**src/rtl/irqc_pkg.sv**
```systemverilog
package irqc_pkg;
   localparam int FIRST_LINE = 16;
   localparam int LEVELS     = 16;
   localparam logic [31:0] CTRL_KEEP = 32'h0000_2E1F;
   localparam logic [31:0] ACT_KEEP  = 32'h8000_FFFF;

   typedef enum logic [3:0] {
      RA_SEL    = 4'd0,
      RA_PRIO   = 4'd1,
      RA_TRIG   = 4'd2,
      RA_ENA    = 4'd3,
      RA_CANCEL = 4'd4,
      RA_STAT   = 4'd5,
      RA_ACT    = 4'd6,
      RA_CTRL   = 4'd7,
      RA_CAUSE  = 4'd8,
      RA_VBASE  = 4'd9
   } reg_addr_e;

   // index of lowest set bit, 16 when none set
   function automatic logic [4:0] lowest16(input logic [15:0] v);
      logic [4:0] r;
      r = 5'd16;
      for (int i = 15; i >= 0; i--) begin
         if (v[i]) r = 5'(i);
      end
      return r;
   endfunction
endpackage

```
**src/rtl/irqc_line.sv**
```systemverilog
module irqc_line #(
   parameter int MAX_LEVEL = 7
) (
   input  logic        clk,
   input  logic        rst_n,
   input  logic        irq,
   input  logic        we_prio,
   input  logic        we_trig,
   input  logic        we_ena,
   input  logic        we_cancel,
   input  logic [31:0] wval,
   input  logic        ack,
   output logic [3:0]  prio,
   output logic        ena,
   output logic        trig,
   output logic        pend
);
   logic irq_prev;
   logic pulse_q;
   logic rise;

   assign rise = irq & ~irq_prev;
   assign pend = trig ? pulse_q : irq;

   always_ff @(posedge clk) begin
      if (!rst_n) begin
         prio     <= 4'd0;
         ena      <= 1'b1;
         trig     <= 1'b0;
         pulse_q  <= 1'b0;
         irq_prev <= 1'b0;
      end else begin
         irq_prev <= irq;
         if (we_prio && wval <= 32'(MAX_LEVEL)) prio <= wval[3:0];
         if (we_ena)  ena  <= wval[0];
         if (we_trig) trig <= wval[0];
         if (!trig)                 pulse_q <= 1'b0;
         else if (rise)             pulse_q <= 1'b1;
         else if (ack || we_cancel) pulse_q <= 1'b0;
      end
   end
endmodule

```
**src/rtl/irqc_pick.sv**
```systemverilog
module irqc_pick #(
   parameter int N     = 8,
   parameter int IDX_W = 3
) (
   input  logic [N-1:0]   req,
   input  logic [N*4-1:0] prio_flat,
   output logic [15:0]    pmask,
   output logic [4:0]     win_prio,
   output logic [IDX_W-1:0] win_idx
);
   import irqc_pkg::*;

   always_comb begin
      pmask = '0;
      for (int i = 0; i < N; i++) begin
         if (req[i]) pmask[prio_flat[i*4 +: 4]] = 1'b1;
      end
   end

   assign win_prio = lowest16(pmask);

   always_comb begin
      win_idx = '0;
      for (int i = N - 1; i >= 0; i--) begin
         if (req[i] && {1'b0, prio_flat[i*4 +: 4]} == win_prio) win_idx = IDX_W'(i);
      end
   end
endmodule

```
**src/rtl/irq_prio_ctrl.sv**
```systemverilog
module irq_prio_ctrl #(
   parameter int NUM_LINES = 8,
   parameter int MAX_LEVEL = 7,
   parameter int VEC_W     = 8
) (
   input  logic                 clk,
   input  logic                 rst_n,
   input  logic [NUM_LINES-1:0] irq_in,
   input  logic                 reg_we,
   input  logic [3:0]           reg_addr,
   input  logic [31:0]          reg_wdata,
   output logic [31:0]          reg_rdata,
   input  logic                 cpu_ie,
   input  logic                 cpu_halt,
   input  logic                 cpu_exc,
   input  logic                 cpu_dslot,
   input  logic                 cpu_user,
   input  logic [3:0]           cpu_thresh,
   input  logic                 rtie,
   output logic                 take,
   output logic [VEC_W-1:0]     take_vec,
   output logic [31:0]          take_addr
);
   import irqc_pkg::*;

   localparam int IDX_W   = (NUM_LINES > 1) ? $clog2(NUM_LINES) : 1;
   localparam int SEL_MAX = FIRST_LINE + NUM_LINES;

   if (NUM_LINES < 1 || SEL_MAX > (2 ** VEC_W) - 1) begin : g_bad_lines
      $error("irq_prio_ctrl: NUM_LINES does not fit VEC_W");
   end
   if (MAX_LEVEL < 0 || MAX_LEVEL >= LEVELS) begin : g_bad_level
      $error("irq_prio_ctrl: MAX_LEVEL out of range");
   end

   logic [VEC_W-1:0]   sel_q;
   logic [31:0]        act_q, act_d;
   logic [31:0]        ctrl_q, vbase_q;
   logic [VEC_W-1:0]   cause_q [LEVELS];

   logic [NUM_LINES-1:0]   hit, req, ack;
   logic [NUM_LINES-1:0]   l_ena, l_trig, l_pend;
   logic [NUM_LINES*4-1:0] l_prio;
   logic [15:0]            pmask;
   logic [4:0]             win_prio, act_lo;
   logic [IDX_W-1:0]       win_idx;
   logic [VEC_W-1:0]       win_vec;
   logic                   go;

   logic wr_sel, wr_prio, wr_trig, wr_ena, wr_cancel, wr_act, wr_ctrl, wr_vbase;
   assign wr_sel    = reg_we && reg_addr == RA_SEL;
   assign wr_prio   = reg_we && reg_addr == RA_PRIO;
   assign wr_trig   = reg_we && reg_addr == RA_TRIG;
   assign wr_ena    = reg_we && reg_addr == RA_ENA;
   assign wr_cancel = reg_we && reg_addr == RA_CANCEL;
   assign wr_act    = reg_we && reg_addr == RA_ACT;
   assign wr_ctrl   = reg_we && reg_addr == RA_CTRL;
   assign wr_vbase  = reg_we && reg_addr == RA_VBASE;

   for (genvar i = 0; i < NUM_LINES; i++) begin : g_line
      assign hit[i] = (sel_q == VEC_W'(FIRST_LINE + i));
      assign ack[i] = go && (win_idx == IDX_W'(i));
      assign req[i] = l_ena[i] & l_pend[i];
      irqc_line #(.MAX_LEVEL(MAX_LEVEL)) u_line (
         .clk      (clk),
         .rst_n    (rst_n),
         .irq      (irq_in[i]),
         .we_prio  (wr_prio && hit[i]),
         .we_trig  (wr_trig && hit[i]),
         .we_ena   (wr_ena && hit[i]),
         .we_cancel(wr_cancel && hit[i]),
         .wval     (reg_wdata),
         .ack      (ack[i]),
         .prio     (l_prio[i*4 +: 4]),
         .ena      (l_ena[i]),
         .trig     (l_trig[i]),
         .pend     (l_pend[i])
      );
   end

   irqc_pick #(.N(NUM_LINES), .IDX_W(IDX_W)) u_pick (
      .req      (req),
      .prio_flat(l_prio),
      .pmask    (pmask),
      .win_prio (win_prio),
      .win_idx  (win_idx)
   );

   assign act_lo  = lowest16(act_q[15:0]);
   assign win_vec = VEC_W'(FIRST_LINE) + VEC_W'(win_idx);
   assign go = cpu_ie && !cpu_halt && !cpu_exc && !cpu_dslot && (pmask != '0)
               && (win_prio < act_lo) && (win_prio <= {1'b0, cpu_thresh});

   always_comb begin
      act_d = act_q;
      if (wr_act) begin
         act_d = reg_wdata & ACT_KEEP;
      end else begin
         if (rtie && act_lo != 5'd16) act_d[act_lo[3:0]] = 1'b0;
         if (go) begin
            if (act_q[15:0] == '0) act_d[31] = cpu_user;
            act_d[win_prio[3:0]] = 1'b1;
         end
      end
   end

   always_ff @(posedge clk) begin
      if (!rst_n) begin
         sel_q     <= VEC_W'(FIRST_LINE);
         act_q     <= '0;
         ctrl_q    <= '0;
         vbase_q   <= '0;
         take      <= 1'b0;
         take_vec  <= '0;
         take_addr <= '0;
         for (int k = 0; k < LEVELS; k++) cause_q[k] <= '0;
      end else begin
         if (wr_sel && reg_wdata <= 32'(SEL_MAX)) sel_q <= reg_wdata[VEC_W-1:0];
         if (wr_ctrl)  ctrl_q  <= reg_wdata & CTRL_KEEP;
         if (wr_vbase) vbase_q <= reg_wdata;
         act_q     <= act_d;
         take      <= go;
         take_vec  <= win_vec;
         take_addr <= vbase_q + (32'(win_vec) << 2);
         if (go) cause_q[win_prio[3:0]] <= win_vec;
      end
   end

   // read mux
   logic [3:0] s_prio;
   logic       s_ena, s_trig, s_pend;
   always_comb begin
      s_prio = '0; s_ena = 1'b0; s_trig = 1'b0; s_pend = 1'b0;
      for (int i = 0; i < NUM_LINES; i++) begin
         if (hit[i]) begin
            s_prio = l_prio[i*4 +: 4];
            s_ena  = l_ena[i];
            s_trig = l_trig[i];
            s_pend = l_pend[i];
         end
      end
   end

   always_comb begin
      case (reg_addr)
         RA_SEL:   reg_rdata = 32'(sel_q);
         RA_PRIO:  reg_rdata = 32'(s_prio);
         RA_TRIG:  reg_rdata = 32'(s_trig);
         RA_ENA:   reg_rdata = 32'(s_ena);
         RA_STAT:  reg_rdata = {s_pend, 25'd0, s_trig, s_ena, s_prio};
         RA_ACT:   reg_rdata = act_q;
         RA_CTRL:  reg_rdata = ctrl_q;
         RA_CAUSE: reg_rdata = (act_lo == 5'd16) ? 32'd0 : 32'(cause_q[act_lo[3:0]]);
         RA_VBASE: reg_rdata = vbase_q;
         default:  reg_rdata = 32'd0;
      endcase
   end
endmodule

```
**config.mk**
```make
export PLATFORM = sky130hd
export DESIGN_NAME = irq_prio_ctrl
export DESIGN_NICKNAME = d
export VERILOG_FILES = /design/src/rtl/irqc_pkg.sv /design/src/rtl/irqc_line.sv /design/src/rtl/irqc_pick.sv /design/src/rtl/irq_prio_ctrl.sv
export SDC_FILE = /design/constraint.sdc
export NUM_CORES = 1
export LEC_CHECK = 0
export BUFFER_PORTS_ARGS = -buffer_cell sky130_fd_sc_hd__buf_2
export CORE_AREA = 2 2 170 239
export CTS_CLUSTER_SIZE = 16
export DETAILED_ROUTE_END_ITERATION = 7
export DIE_AREA = 0 0 172 241
export GPL_TIMING_DRIVEN = 0
export PLACE_DENSITY = 0.5
export SLEW_MARGIN = 15
export SYNTH_ARGS = -nofsm -noshare
export SYNTH_HDL_FRONTEND = slang
export SYNTH_HIERARCHICAL = 1
export SYNTH_SLANG_ARGS = --single-unit
```
**constraint.sdc**
```tcl
create_clock -name clk -period 6.6 [get_ports clk]
set_input_delay 1.98 -clock clk [delete_from_list [all_inputs] [get_ports clk]]
set_output_delay 1.98 -clock clk [all_outputs]
set_load 0.005 [all_outputs]
```
# Word level (Yosys, flattened, before mapping)
# Memories as Yosys holds them, arrays and structs flattened.
# Index checks and enable logic that the tools add are counted.
[word_totals]
ff_bits = 186
latchBits = 0
ram_bits = 96
rom_bits = 0
in_bits = 57
output_inout_bits = 73
wordCells = 399
memories = 1
[op_classes]
addsub = 2
n_mul = 0
div = 0
order_cmp = 24
n_eq_ne = 34
shifts = 0
mux = 140
n_bitwise = 35
n_reduce_logical = 115
[mem_list]
columns = ["memory", "depth", "width", "read_ports", "rd_clocked_by_memory_dff", "wr", "line", "rtl"]
rows = [
  ["cause_q", 16, 6, 1, 0, 16, "irq_prio_ctrl.sv:39", "logic [VEC_W-1:0] cause_q [LEVELS];"],
]
[ops]
columns = ["operator", "n"]
rows = [
  ["one-hot mux 32 bit (9 select lines)", 1],
  ["two-way mux 5 bit", 32],
  ["two-way mux 16 bit", 8],
  ["two-way mux 32 bit", 4],
  ["OR 16 bit", 7],
  ["logical AND 1 bit", 82],
  ["two-way mux 1 bit", 66],
  ["== test 8 x 5 -> 1 bit, second input constant", 8],
  ["demux 1 bit (select 4 bit)", 10],
  ["== test 4 x 5 -> 1 bit", 8],
  ["greater-or-equal comparator 4 x 1 -> 1 bit, second input constant", 10],
  ["< comparator 4 x 5 -> 1 bit, second input constant", 8],
  ["two-way mux 4 bit", 9],
  ["adder 32 x 8 -> 32 bit", 1],
  ["bitwise AND 32 bit", 1],
  ["less-or-equal comparator 32 x 3 -> 1 bit, second input constant", 1],
  ["less-or-equal comparator 32 x 5 -> 1 bit, second input constant", 1],
  ["inverter 16 -> 32 bit", 1],
  ["OR 32 x 16 -> 32 bit", 1],
  ["two-way mux 3 bit", 8],
  ["bitwise AND 1 bit", 16],
  ["== test 4 x 3 -> 1 bit, second input constant", 4],
  ["zero test 16 bit", 1],
  ["AND reduction 2 bit", 8],
  ["other kinds (23)", 54],
]

# Depth between registers and ports, before layout
[depth]
ltp_word = 50
mapped_depth = 25
depth_no_buf = 24

# Modules after synthesis
# The synthesis kept the hierarchy.
[modules_own_cells]
columns = ["module", "instances", "cells_per_inst", "area_each_um2", "seq_area_each_um2"]
rows = [
  ["irq_prio_ctrl", 1, 1054, 8844.7, 3823.7],
  ["irqc_line", 8, 42, 387.9, 160.2],
  ["irqc_pick", 1, 255, 1644.1, 0.0],
]

# Worst setup path before layout
# OpenSTA, ideal clock, no wires.
[synth_timing]
path_kind = "in2reg"
startpoint = "in irq_in[5]"
endpoint = "reg take_addr[28]"
setup_time_ps = 128
t_arrival_ps = 6864
required_ps = 6472
setup_slack_ps = -392
stages = 24
n_path_buf = 2
cell_sequence = "mux2_2 > and2_1 > or3b_2 > o22ai_1 > or4_4 > nor3_4 > and3b_2 > nand2b_1 > buf_6 > a221o_1 > a21oi_2 > o21ai_1 > a221oi_1 > o21ba_1 > clkbuf_1 > inv_1 > fa_1 > nor2b_1 > o21ai_0 > a21boi_1 > and4_1 > nand4_1 > xor2_1 > nor2_1"
[synth_between]
word_cells_on_any_way = 49
classes_between = "add/sub: 2; eq/ne: 8; mux: 28; bitwise: 3; reduce/logical: 8"
[synth_rtl]
columns = ["item", "line", "rtl"]
rows = [
  ["start, declared", "irq_prio_ctrl.sv:8", "input logic [NUM_LINES-1:0] irq_in,"],
  ["two-way mux 1 bit (*)", "irqc_line.sv:23", "assign pend = trig ? pulse_q : irq;"],
  ["bitwise AND 1 bit (*)", "irq_prio_ctrl.sv:63", "assign req[i] = l_ena[i] & l_pend[i];"],
  ["named net req[5]", "irq_prio_ctrl.sv:41", "logic [NUM_LINES-1:0] hit, req, ack;"],
  ["two-way mux 16 bit (*)", "irqc_pick.sv:16", "if (req[i]) pmask[prio_flat[i*4 +: 4]] = 1'b1;"],
  ["OR 16 bit (no source line)", "--", ""],
  ["two-way mux 16 bit (*)", "irqc_pick.sv:16", ""],
  ["OR 16 bit (no source line)", "--", ""],
  ["two-way mux 16 bit (*)", "irqc_pick.sv:16", ""],
  ["named net pmask[1]", "irq_prio_ctrl.sv:44", "logic [15:0] pmask;"],
  ["two-way mux 5 bit (*) (2 in a row)", "irqc_pkg.sv:25", "if (v[i]) r = 5'(i);"],
  ["== test 4 x 5 -> 1 bit", "irqc_pick.sv:25", "if (req[i] && {1'b0, prio_flat[i*4 +: 4]} == win_prio) win_idx = IDX_W'(i);"],
  ["logical AND 1 bit", "irqc_pick.sv:25", ""],
  ["two-way mux 3 bit (7 in a row)", "irqc_pick.sv:25", ""],
  ["two-way mux 3 bit (*)", "irqc_pick.sv:25", ""],
  ["named net win_idx[1]", "irq_prio_ctrl.sv:46", "logic [IDX_W-1:0] win_idx;"],
  ["adder 5 x 3 -> 6 bit (*)", "irq_prio_ctrl.sv:90", "assign win_vec = VEC_W'(FIRST_LINE) + VEC_W'(win_idx);"],
  ["adder 32 x 8 -> 32 bit (*)", "irq_prio_ctrl.sv:124", "take_addr <= vbase_q + (32'(win_vec) << 2);"],
  ["end signal, assigned", "irq_prio_ctrl.sv:124", ""],
  ["end, declared", "irq_prio_ctrl.sv:22", "output logic [31:0] take_addr"],
]
# Mark *: on every way through the listed nets, which the timed path passes. The rest lies on a longest branch.
# A chain may end at the register's enable or synchronous reset.

# Final worst setup path
[layout_timing]
startpoint = "in irq_in[0]"
endpoint = "reg take_addr[31]"
[layout_between]
word_cells_on_any_way = 59
classes_between = "add/sub: 2; eq/ne: 8; mux: 33; bitwise: 8; reduce/logical: 8"
[layout_rtl]
columns = ["item", "line", "rtl"]
rows = [
  ["two-way mux 1 bit (*)", "irqc_line.sv:23", ""],
  ["named net l_pend[0]", "irq_prio_ctrl.sv:42", "logic [NUM_LINES-1:0] l_ena, l_trig, l_pend;"],
  ["bitwise AND 1 bit (*)", "irq_prio_ctrl.sv:63", ""],
  ["named net req[0]", "irq_prio_ctrl.sv:41", ""],
  ["two-way mux 16 bit (*)", "irqc_pick.sv:16", ""],
  ["OR 16 bit (no source line)", "--", ""],
  ["two-way mux 16 bit (*)", "irqc_pick.sv:16", ""],
  ["OR 16 bit (no source line)", "--", ""],
  ["(+11 left out)", "--", ""],
  ["named net pmask[12]", "irq_prio_ctrl.sv:44", ""],
  ["two-way mux 5 bit (*) (13 in a row)", "irqc_pkg.sv:25", ""],
  ["== test 4 x 5 -> 1 bit", "irqc_pick.sv:25", ""],
  ["logical AND 1 bit", "irqc_pick.sv:25", ""],
  ["two-way mux 3 bit (7 in a row)", "irqc_pick.sv:25", ""],
  ["two-way mux 3 bit (*)", "irqc_pick.sv:25", ""],
  ["named net win_idx[2]", "irq_prio_ctrl.sv:46", ""],
  ["adder 5 x 3 -> 6 bit (*)", "irq_prio_ctrl.sv:90", ""],
  ["adder 32 x 8 -> 32 bit (*)", "irq_prio_ctrl.sv:124", ""],
]
# Marks and branches as above.

==> flow_summary.toml <==
[place]
place_area_mm2 = 0.0149
pre_cts_ws_ps = -1730
routabilityCongestion = 0.923
port_buffers = 122
hpwl_um = 42200

[synth]
yosys_warnings = 6
synthCells = 1645
synth.avg_cell_area_um2 = 8.26
ys_async_sr_fraction = 0
synth_edf_count = 48
synth-seq-cells = 231
yosysSeqAreaShare = 0.376
synth_cell_type_count = 96
ys.flop_type = "dfxtp_1"
synth_area_mm2 = 0.0136

[cells_and_area]
multiInputGateArea_mm2 = 0.00819
postLayoutCoreUtil = 0.417
drive_gt1_frac = 0.209
fin_area_mm2 = 0.0163
fillCellCount = 4102
num-nets-final = 1892
syn_to_final_growth_pct = 20.2
regArea_mm2 = 0.00510

[cts]
max-clock-path-buffers = 3
cts_tree = "yes"
cts_buffers = 25
cts_num_sinks = 231
clk_pin_slew_ps = 60
cts_htree_levels = 1
clock_latency_ps = 560
cts_root_buffer = "clkbuf_16"
hold_buffers = 0

[timing]
fin_crit_sh = 0.993
fin_ws_ps = 46.0
tightest_slew_ps = 1110
fmax_mhz = 153
grt_setup_unrepaired = "yes"
hold_viol_final = 0
slew_viol_final = 0
setup_violations = 0
relSlewSlack = 0.252
skew_ps = 24.9
fin_crit_ps = 6550

[routing]
firstDrtPassIters = 8
postRouteAntennaNets = 0
drc = 3
wl_per_cell_um = 23.4
wirelength_met1_um = 21500
highest_layer = "met5"
drt-total-wl_um = 55400
wl_met3_um = 2510
dr_total_vias = 13500
drt_iter0_drc = 1136
vias_per_cell = 5.69
wl_met2_um = 28400

[run]
maxCapViolCount = 0

[setup_path]
crit_path_cell_trace = "buf_6 -> mux2_4 -> and2_4 -> or3b_4 -> o22ai_2 -> or4_4 -> nor2_1 -> a2111oi_2 -> o41ai_1 -> nand2_2 -> buf_6 -> a211o_1 -> o2bb2ai_1 -> a21oi_1 -> a311oi_2 -> ha_1 -> a21oi_1 -> o21ai_1 -> and2_4 -> nand3_2 -> or3_1 -> a21oi_1"
crit_path_max_fanout = 9
critical_path_class = "in -> reg"
r2r-end = "take_addr[31]$_SDFF_PN0_"
r2r_start = "g_line[0].u_line/trig$_SDFFE_PN0P_"
reg2reg_depth = 21
worstPathRequired_ps = 7070
regToRegSetupSlack_ps = 1100
critPathCaptureType = "flip-flop"
cp_common_cell = "a21oi_1"
arrival_ps = 7030
cp-startpoint = "irq_in[0]"
startpoint_type = "primary input"
crit_slowest_cell = "or4_4"
critical-path-max-stage-delay_ps = 570
setup.worst_path.end = "take_addr[31]$_SDFF_PN0_"

[floorplanning]
fp.dieW_um = 172
dieHeight_um = 241
core.rowCount = 86
initial_core_util = 0.347
core-area_mm2 = 0.0392
dieArea_mm2 = 0.0415
top_level_ports = 130

[status]
status = "finished with violations"
violations = "design-rule violations"

[pwr]
irDropWorstVdd_mv = 0.165
powerDensity_mw_per_mm2 = 197
p_leak_nw = 5.78

[global_route]
grt_first_pass_wirelength_um = 82000
grt_overflow = 0
grt_max_degree = 30
antenna_found_initial = 3
grt_usage = 0.264
grt_pass1_vias = 13000

[min_path]
hold_class = "reg -> reg"
## flip-flops by register name, summed over array words and instances (netlist names)
register                cells
act_q                      17
cause_q                    64
ctrl_q                      9
g_line.u_line/ena           8
g_line.u_line/irq_prev      8
g_line.u_line/prio         32
g_line.u_line/pulse_q       8
g_line.u_line/trig          8
sel_q                       8
take                        1
take_addr                  32
take_vec                    4
vbase_q                    32
## metal layers
layer	GRT usage	vias to the layer above
met5	0	-
met4	0.130	2
met1	0.304	6485
li1	-	6381
met3	0.0262	147
met2	0.483	482
## critical path: cells and delay by family
family | cells | cell delay, ps
buffers and inverters | 2 | 270
adders and majority gates | 1 | 260
and+or+nand+nor | 8 | 2060
AOI/OAI and AO/OA | 10 | 2150
muxes | 1 | 290
## through the flow
step           instances  TNS [ps]  hold slack, ps  power [mW]
2_1_floorplan       1648     -27.4             422        1.69
3_3_place_gp        2298   -237600             433        1.86
3_5_place_dp        2298   -229570             438        1.86
4_1_cts             2360         0             447        3.25
5_1_grt             2369      -356             470        3.34
6_report            2370         0             451        3.22
## power breakdown
group          switching, mW  internal (mW)
logic                  0.251          0.114
registers             0.0153           1.47
clock network          0.595          0.784
## area by class of cell
| class | count | area share |
|---|---|---|
| sequential | 231 | 0.312 |
| tap | 528 | 0.0404 |
| antenna | 2 | 0.000306 |
| clock buffer | 41 | 0.0462 |
| inverter | 73 | 0.0174 |
| buffer | 91 | 0.0265 |
| clock inverter | 3 | 0.00230 |
| timing repair buffer | 155 | 0.0531 |
| multi-input combinational | 1246 | 0.501 |
## Yosys cell counts (all sizes together) (8+ instances only)
| cell type | instances | area, um^2 |
|---|---|---|
| nand3b | 17 | 131 |
| dfxtp | 183 | 3660 |
| or3b | 8 | 70.1 |
| mux2 | 11 | 124 |
| o21ai | 60 | 300 |
| a222oi | 15 | 150 |
| and2 | 43 | 269 |
| nand2 | 225 | 845 |
| a31oi | 16 | 100 |
| nor2 | 178 | 688 |
| a221o | 8 | 81.3 |
| ha | 11 | 138 |
| mux2i | 53 | 531 |
| buf | 20 | 151 |
| edfxtp | 48 | 1440 |
| nand4 | 31 | 200 |
| a22oi | 8 | 60.1 |
| clkbuf | 78 | 294 |
| or2 | 17 | 106 |
| xnor2 | 10 | 87.6 |
| xor2 | 14 | 123 |
| a21oi | 93 | 484 |
| nor2b | 24 | 150 |
| nor4 | 90 | 719 |
| nor4b | 11 | 159 |
| or3 | 21 | 131 |
| o22ai | 63 | 394 |
| nand2b | 26 | 165 |
| inv | 73 | 279 |
| nand3 | 41 | 205 |
| or4 | 11 | 97.6 |
| nor3 | 22 | 136 |
## cells in the final DEF, fill, tap and decap left out, drive strengths merged, types with 7 or more instances in the layout
master and n:
nand2b 26, and2 43, nand3b 17, o31ai 7, ha 11, a222oi 15, or3b 8, o211ai 7
a22oi 8, dfxtp 183, or2 17, buf 176, xor2 14, edfxtp 48, nor4b 11, o21ai 60
a31oi 16, a21oi 93, a221o 8, nand2 225, inv 74, or3 21, nand4 31, mux2i 53
mux4 7, nand3 41, mux2 11, nor2b 24, nor4 90, o22ai 63, clkbuf 111, nor2 178
or4 11, nor3 22, xnor2 10
## kinds of logic after synthesis
family	count (synthesis)	share of synthesized area
flip-flops	231	0.376
AO/OA/AOI/OAI	349	0.172
other	1	0.000276
multiplexers	71	0.0597
adder cells (fa/ha/maj)	12	0.0116
AND/OR/NAND/NOR	786	0.312
XOR/XNOR	24	0.0155
buffers and inverters	171	0.0533
## worst min-delay path by stage
stage | startpoint | to | slack (ps) | depth (start not counted)
5_1_grt | ctrl_q[10]$_SDFFE_PN0P_ | ctrl_q[10]$_SDFFE_PN0P_ | 470 | 2
4_1_cts | cause_q[2][4]$_SDFFE_PP1N_ | cause_q[2][4]$_SDFFE_PP1N_ | 450 | 2
3_3_place_gp | cause_q[2][4]$_SDFFE_PP1N_ | cause_q[2][4]$_SDFFE_PP1N_ | 430 | 2
6_report | cause_q[1][4]$_SDFFE_PP1N_ | cause_q[1][4]$_SDFFE_PP1N_ | 450 | 2
2_1_floorplan | g_line[4].u_line/prio[3]$_SDFFE_PN0P_ | g_line[4].u_line/prio[3]$_SDFFE_PN0P_ | 420 | 2
3_5_place_dp | cause_q[2][4]$_SDFFE_PP1N_ | cause_q[2][4]$_SDFFE_PP1N_ | 440 | 2
## what timing repair did
action	CTS	global route
resized for setup	47	39
pin swaps	16	27
cloned	0	0
buffers inserted	19	14
setup endpoints to repair	170	121
No activity file was read; power rests on OpenSTA's default activity.
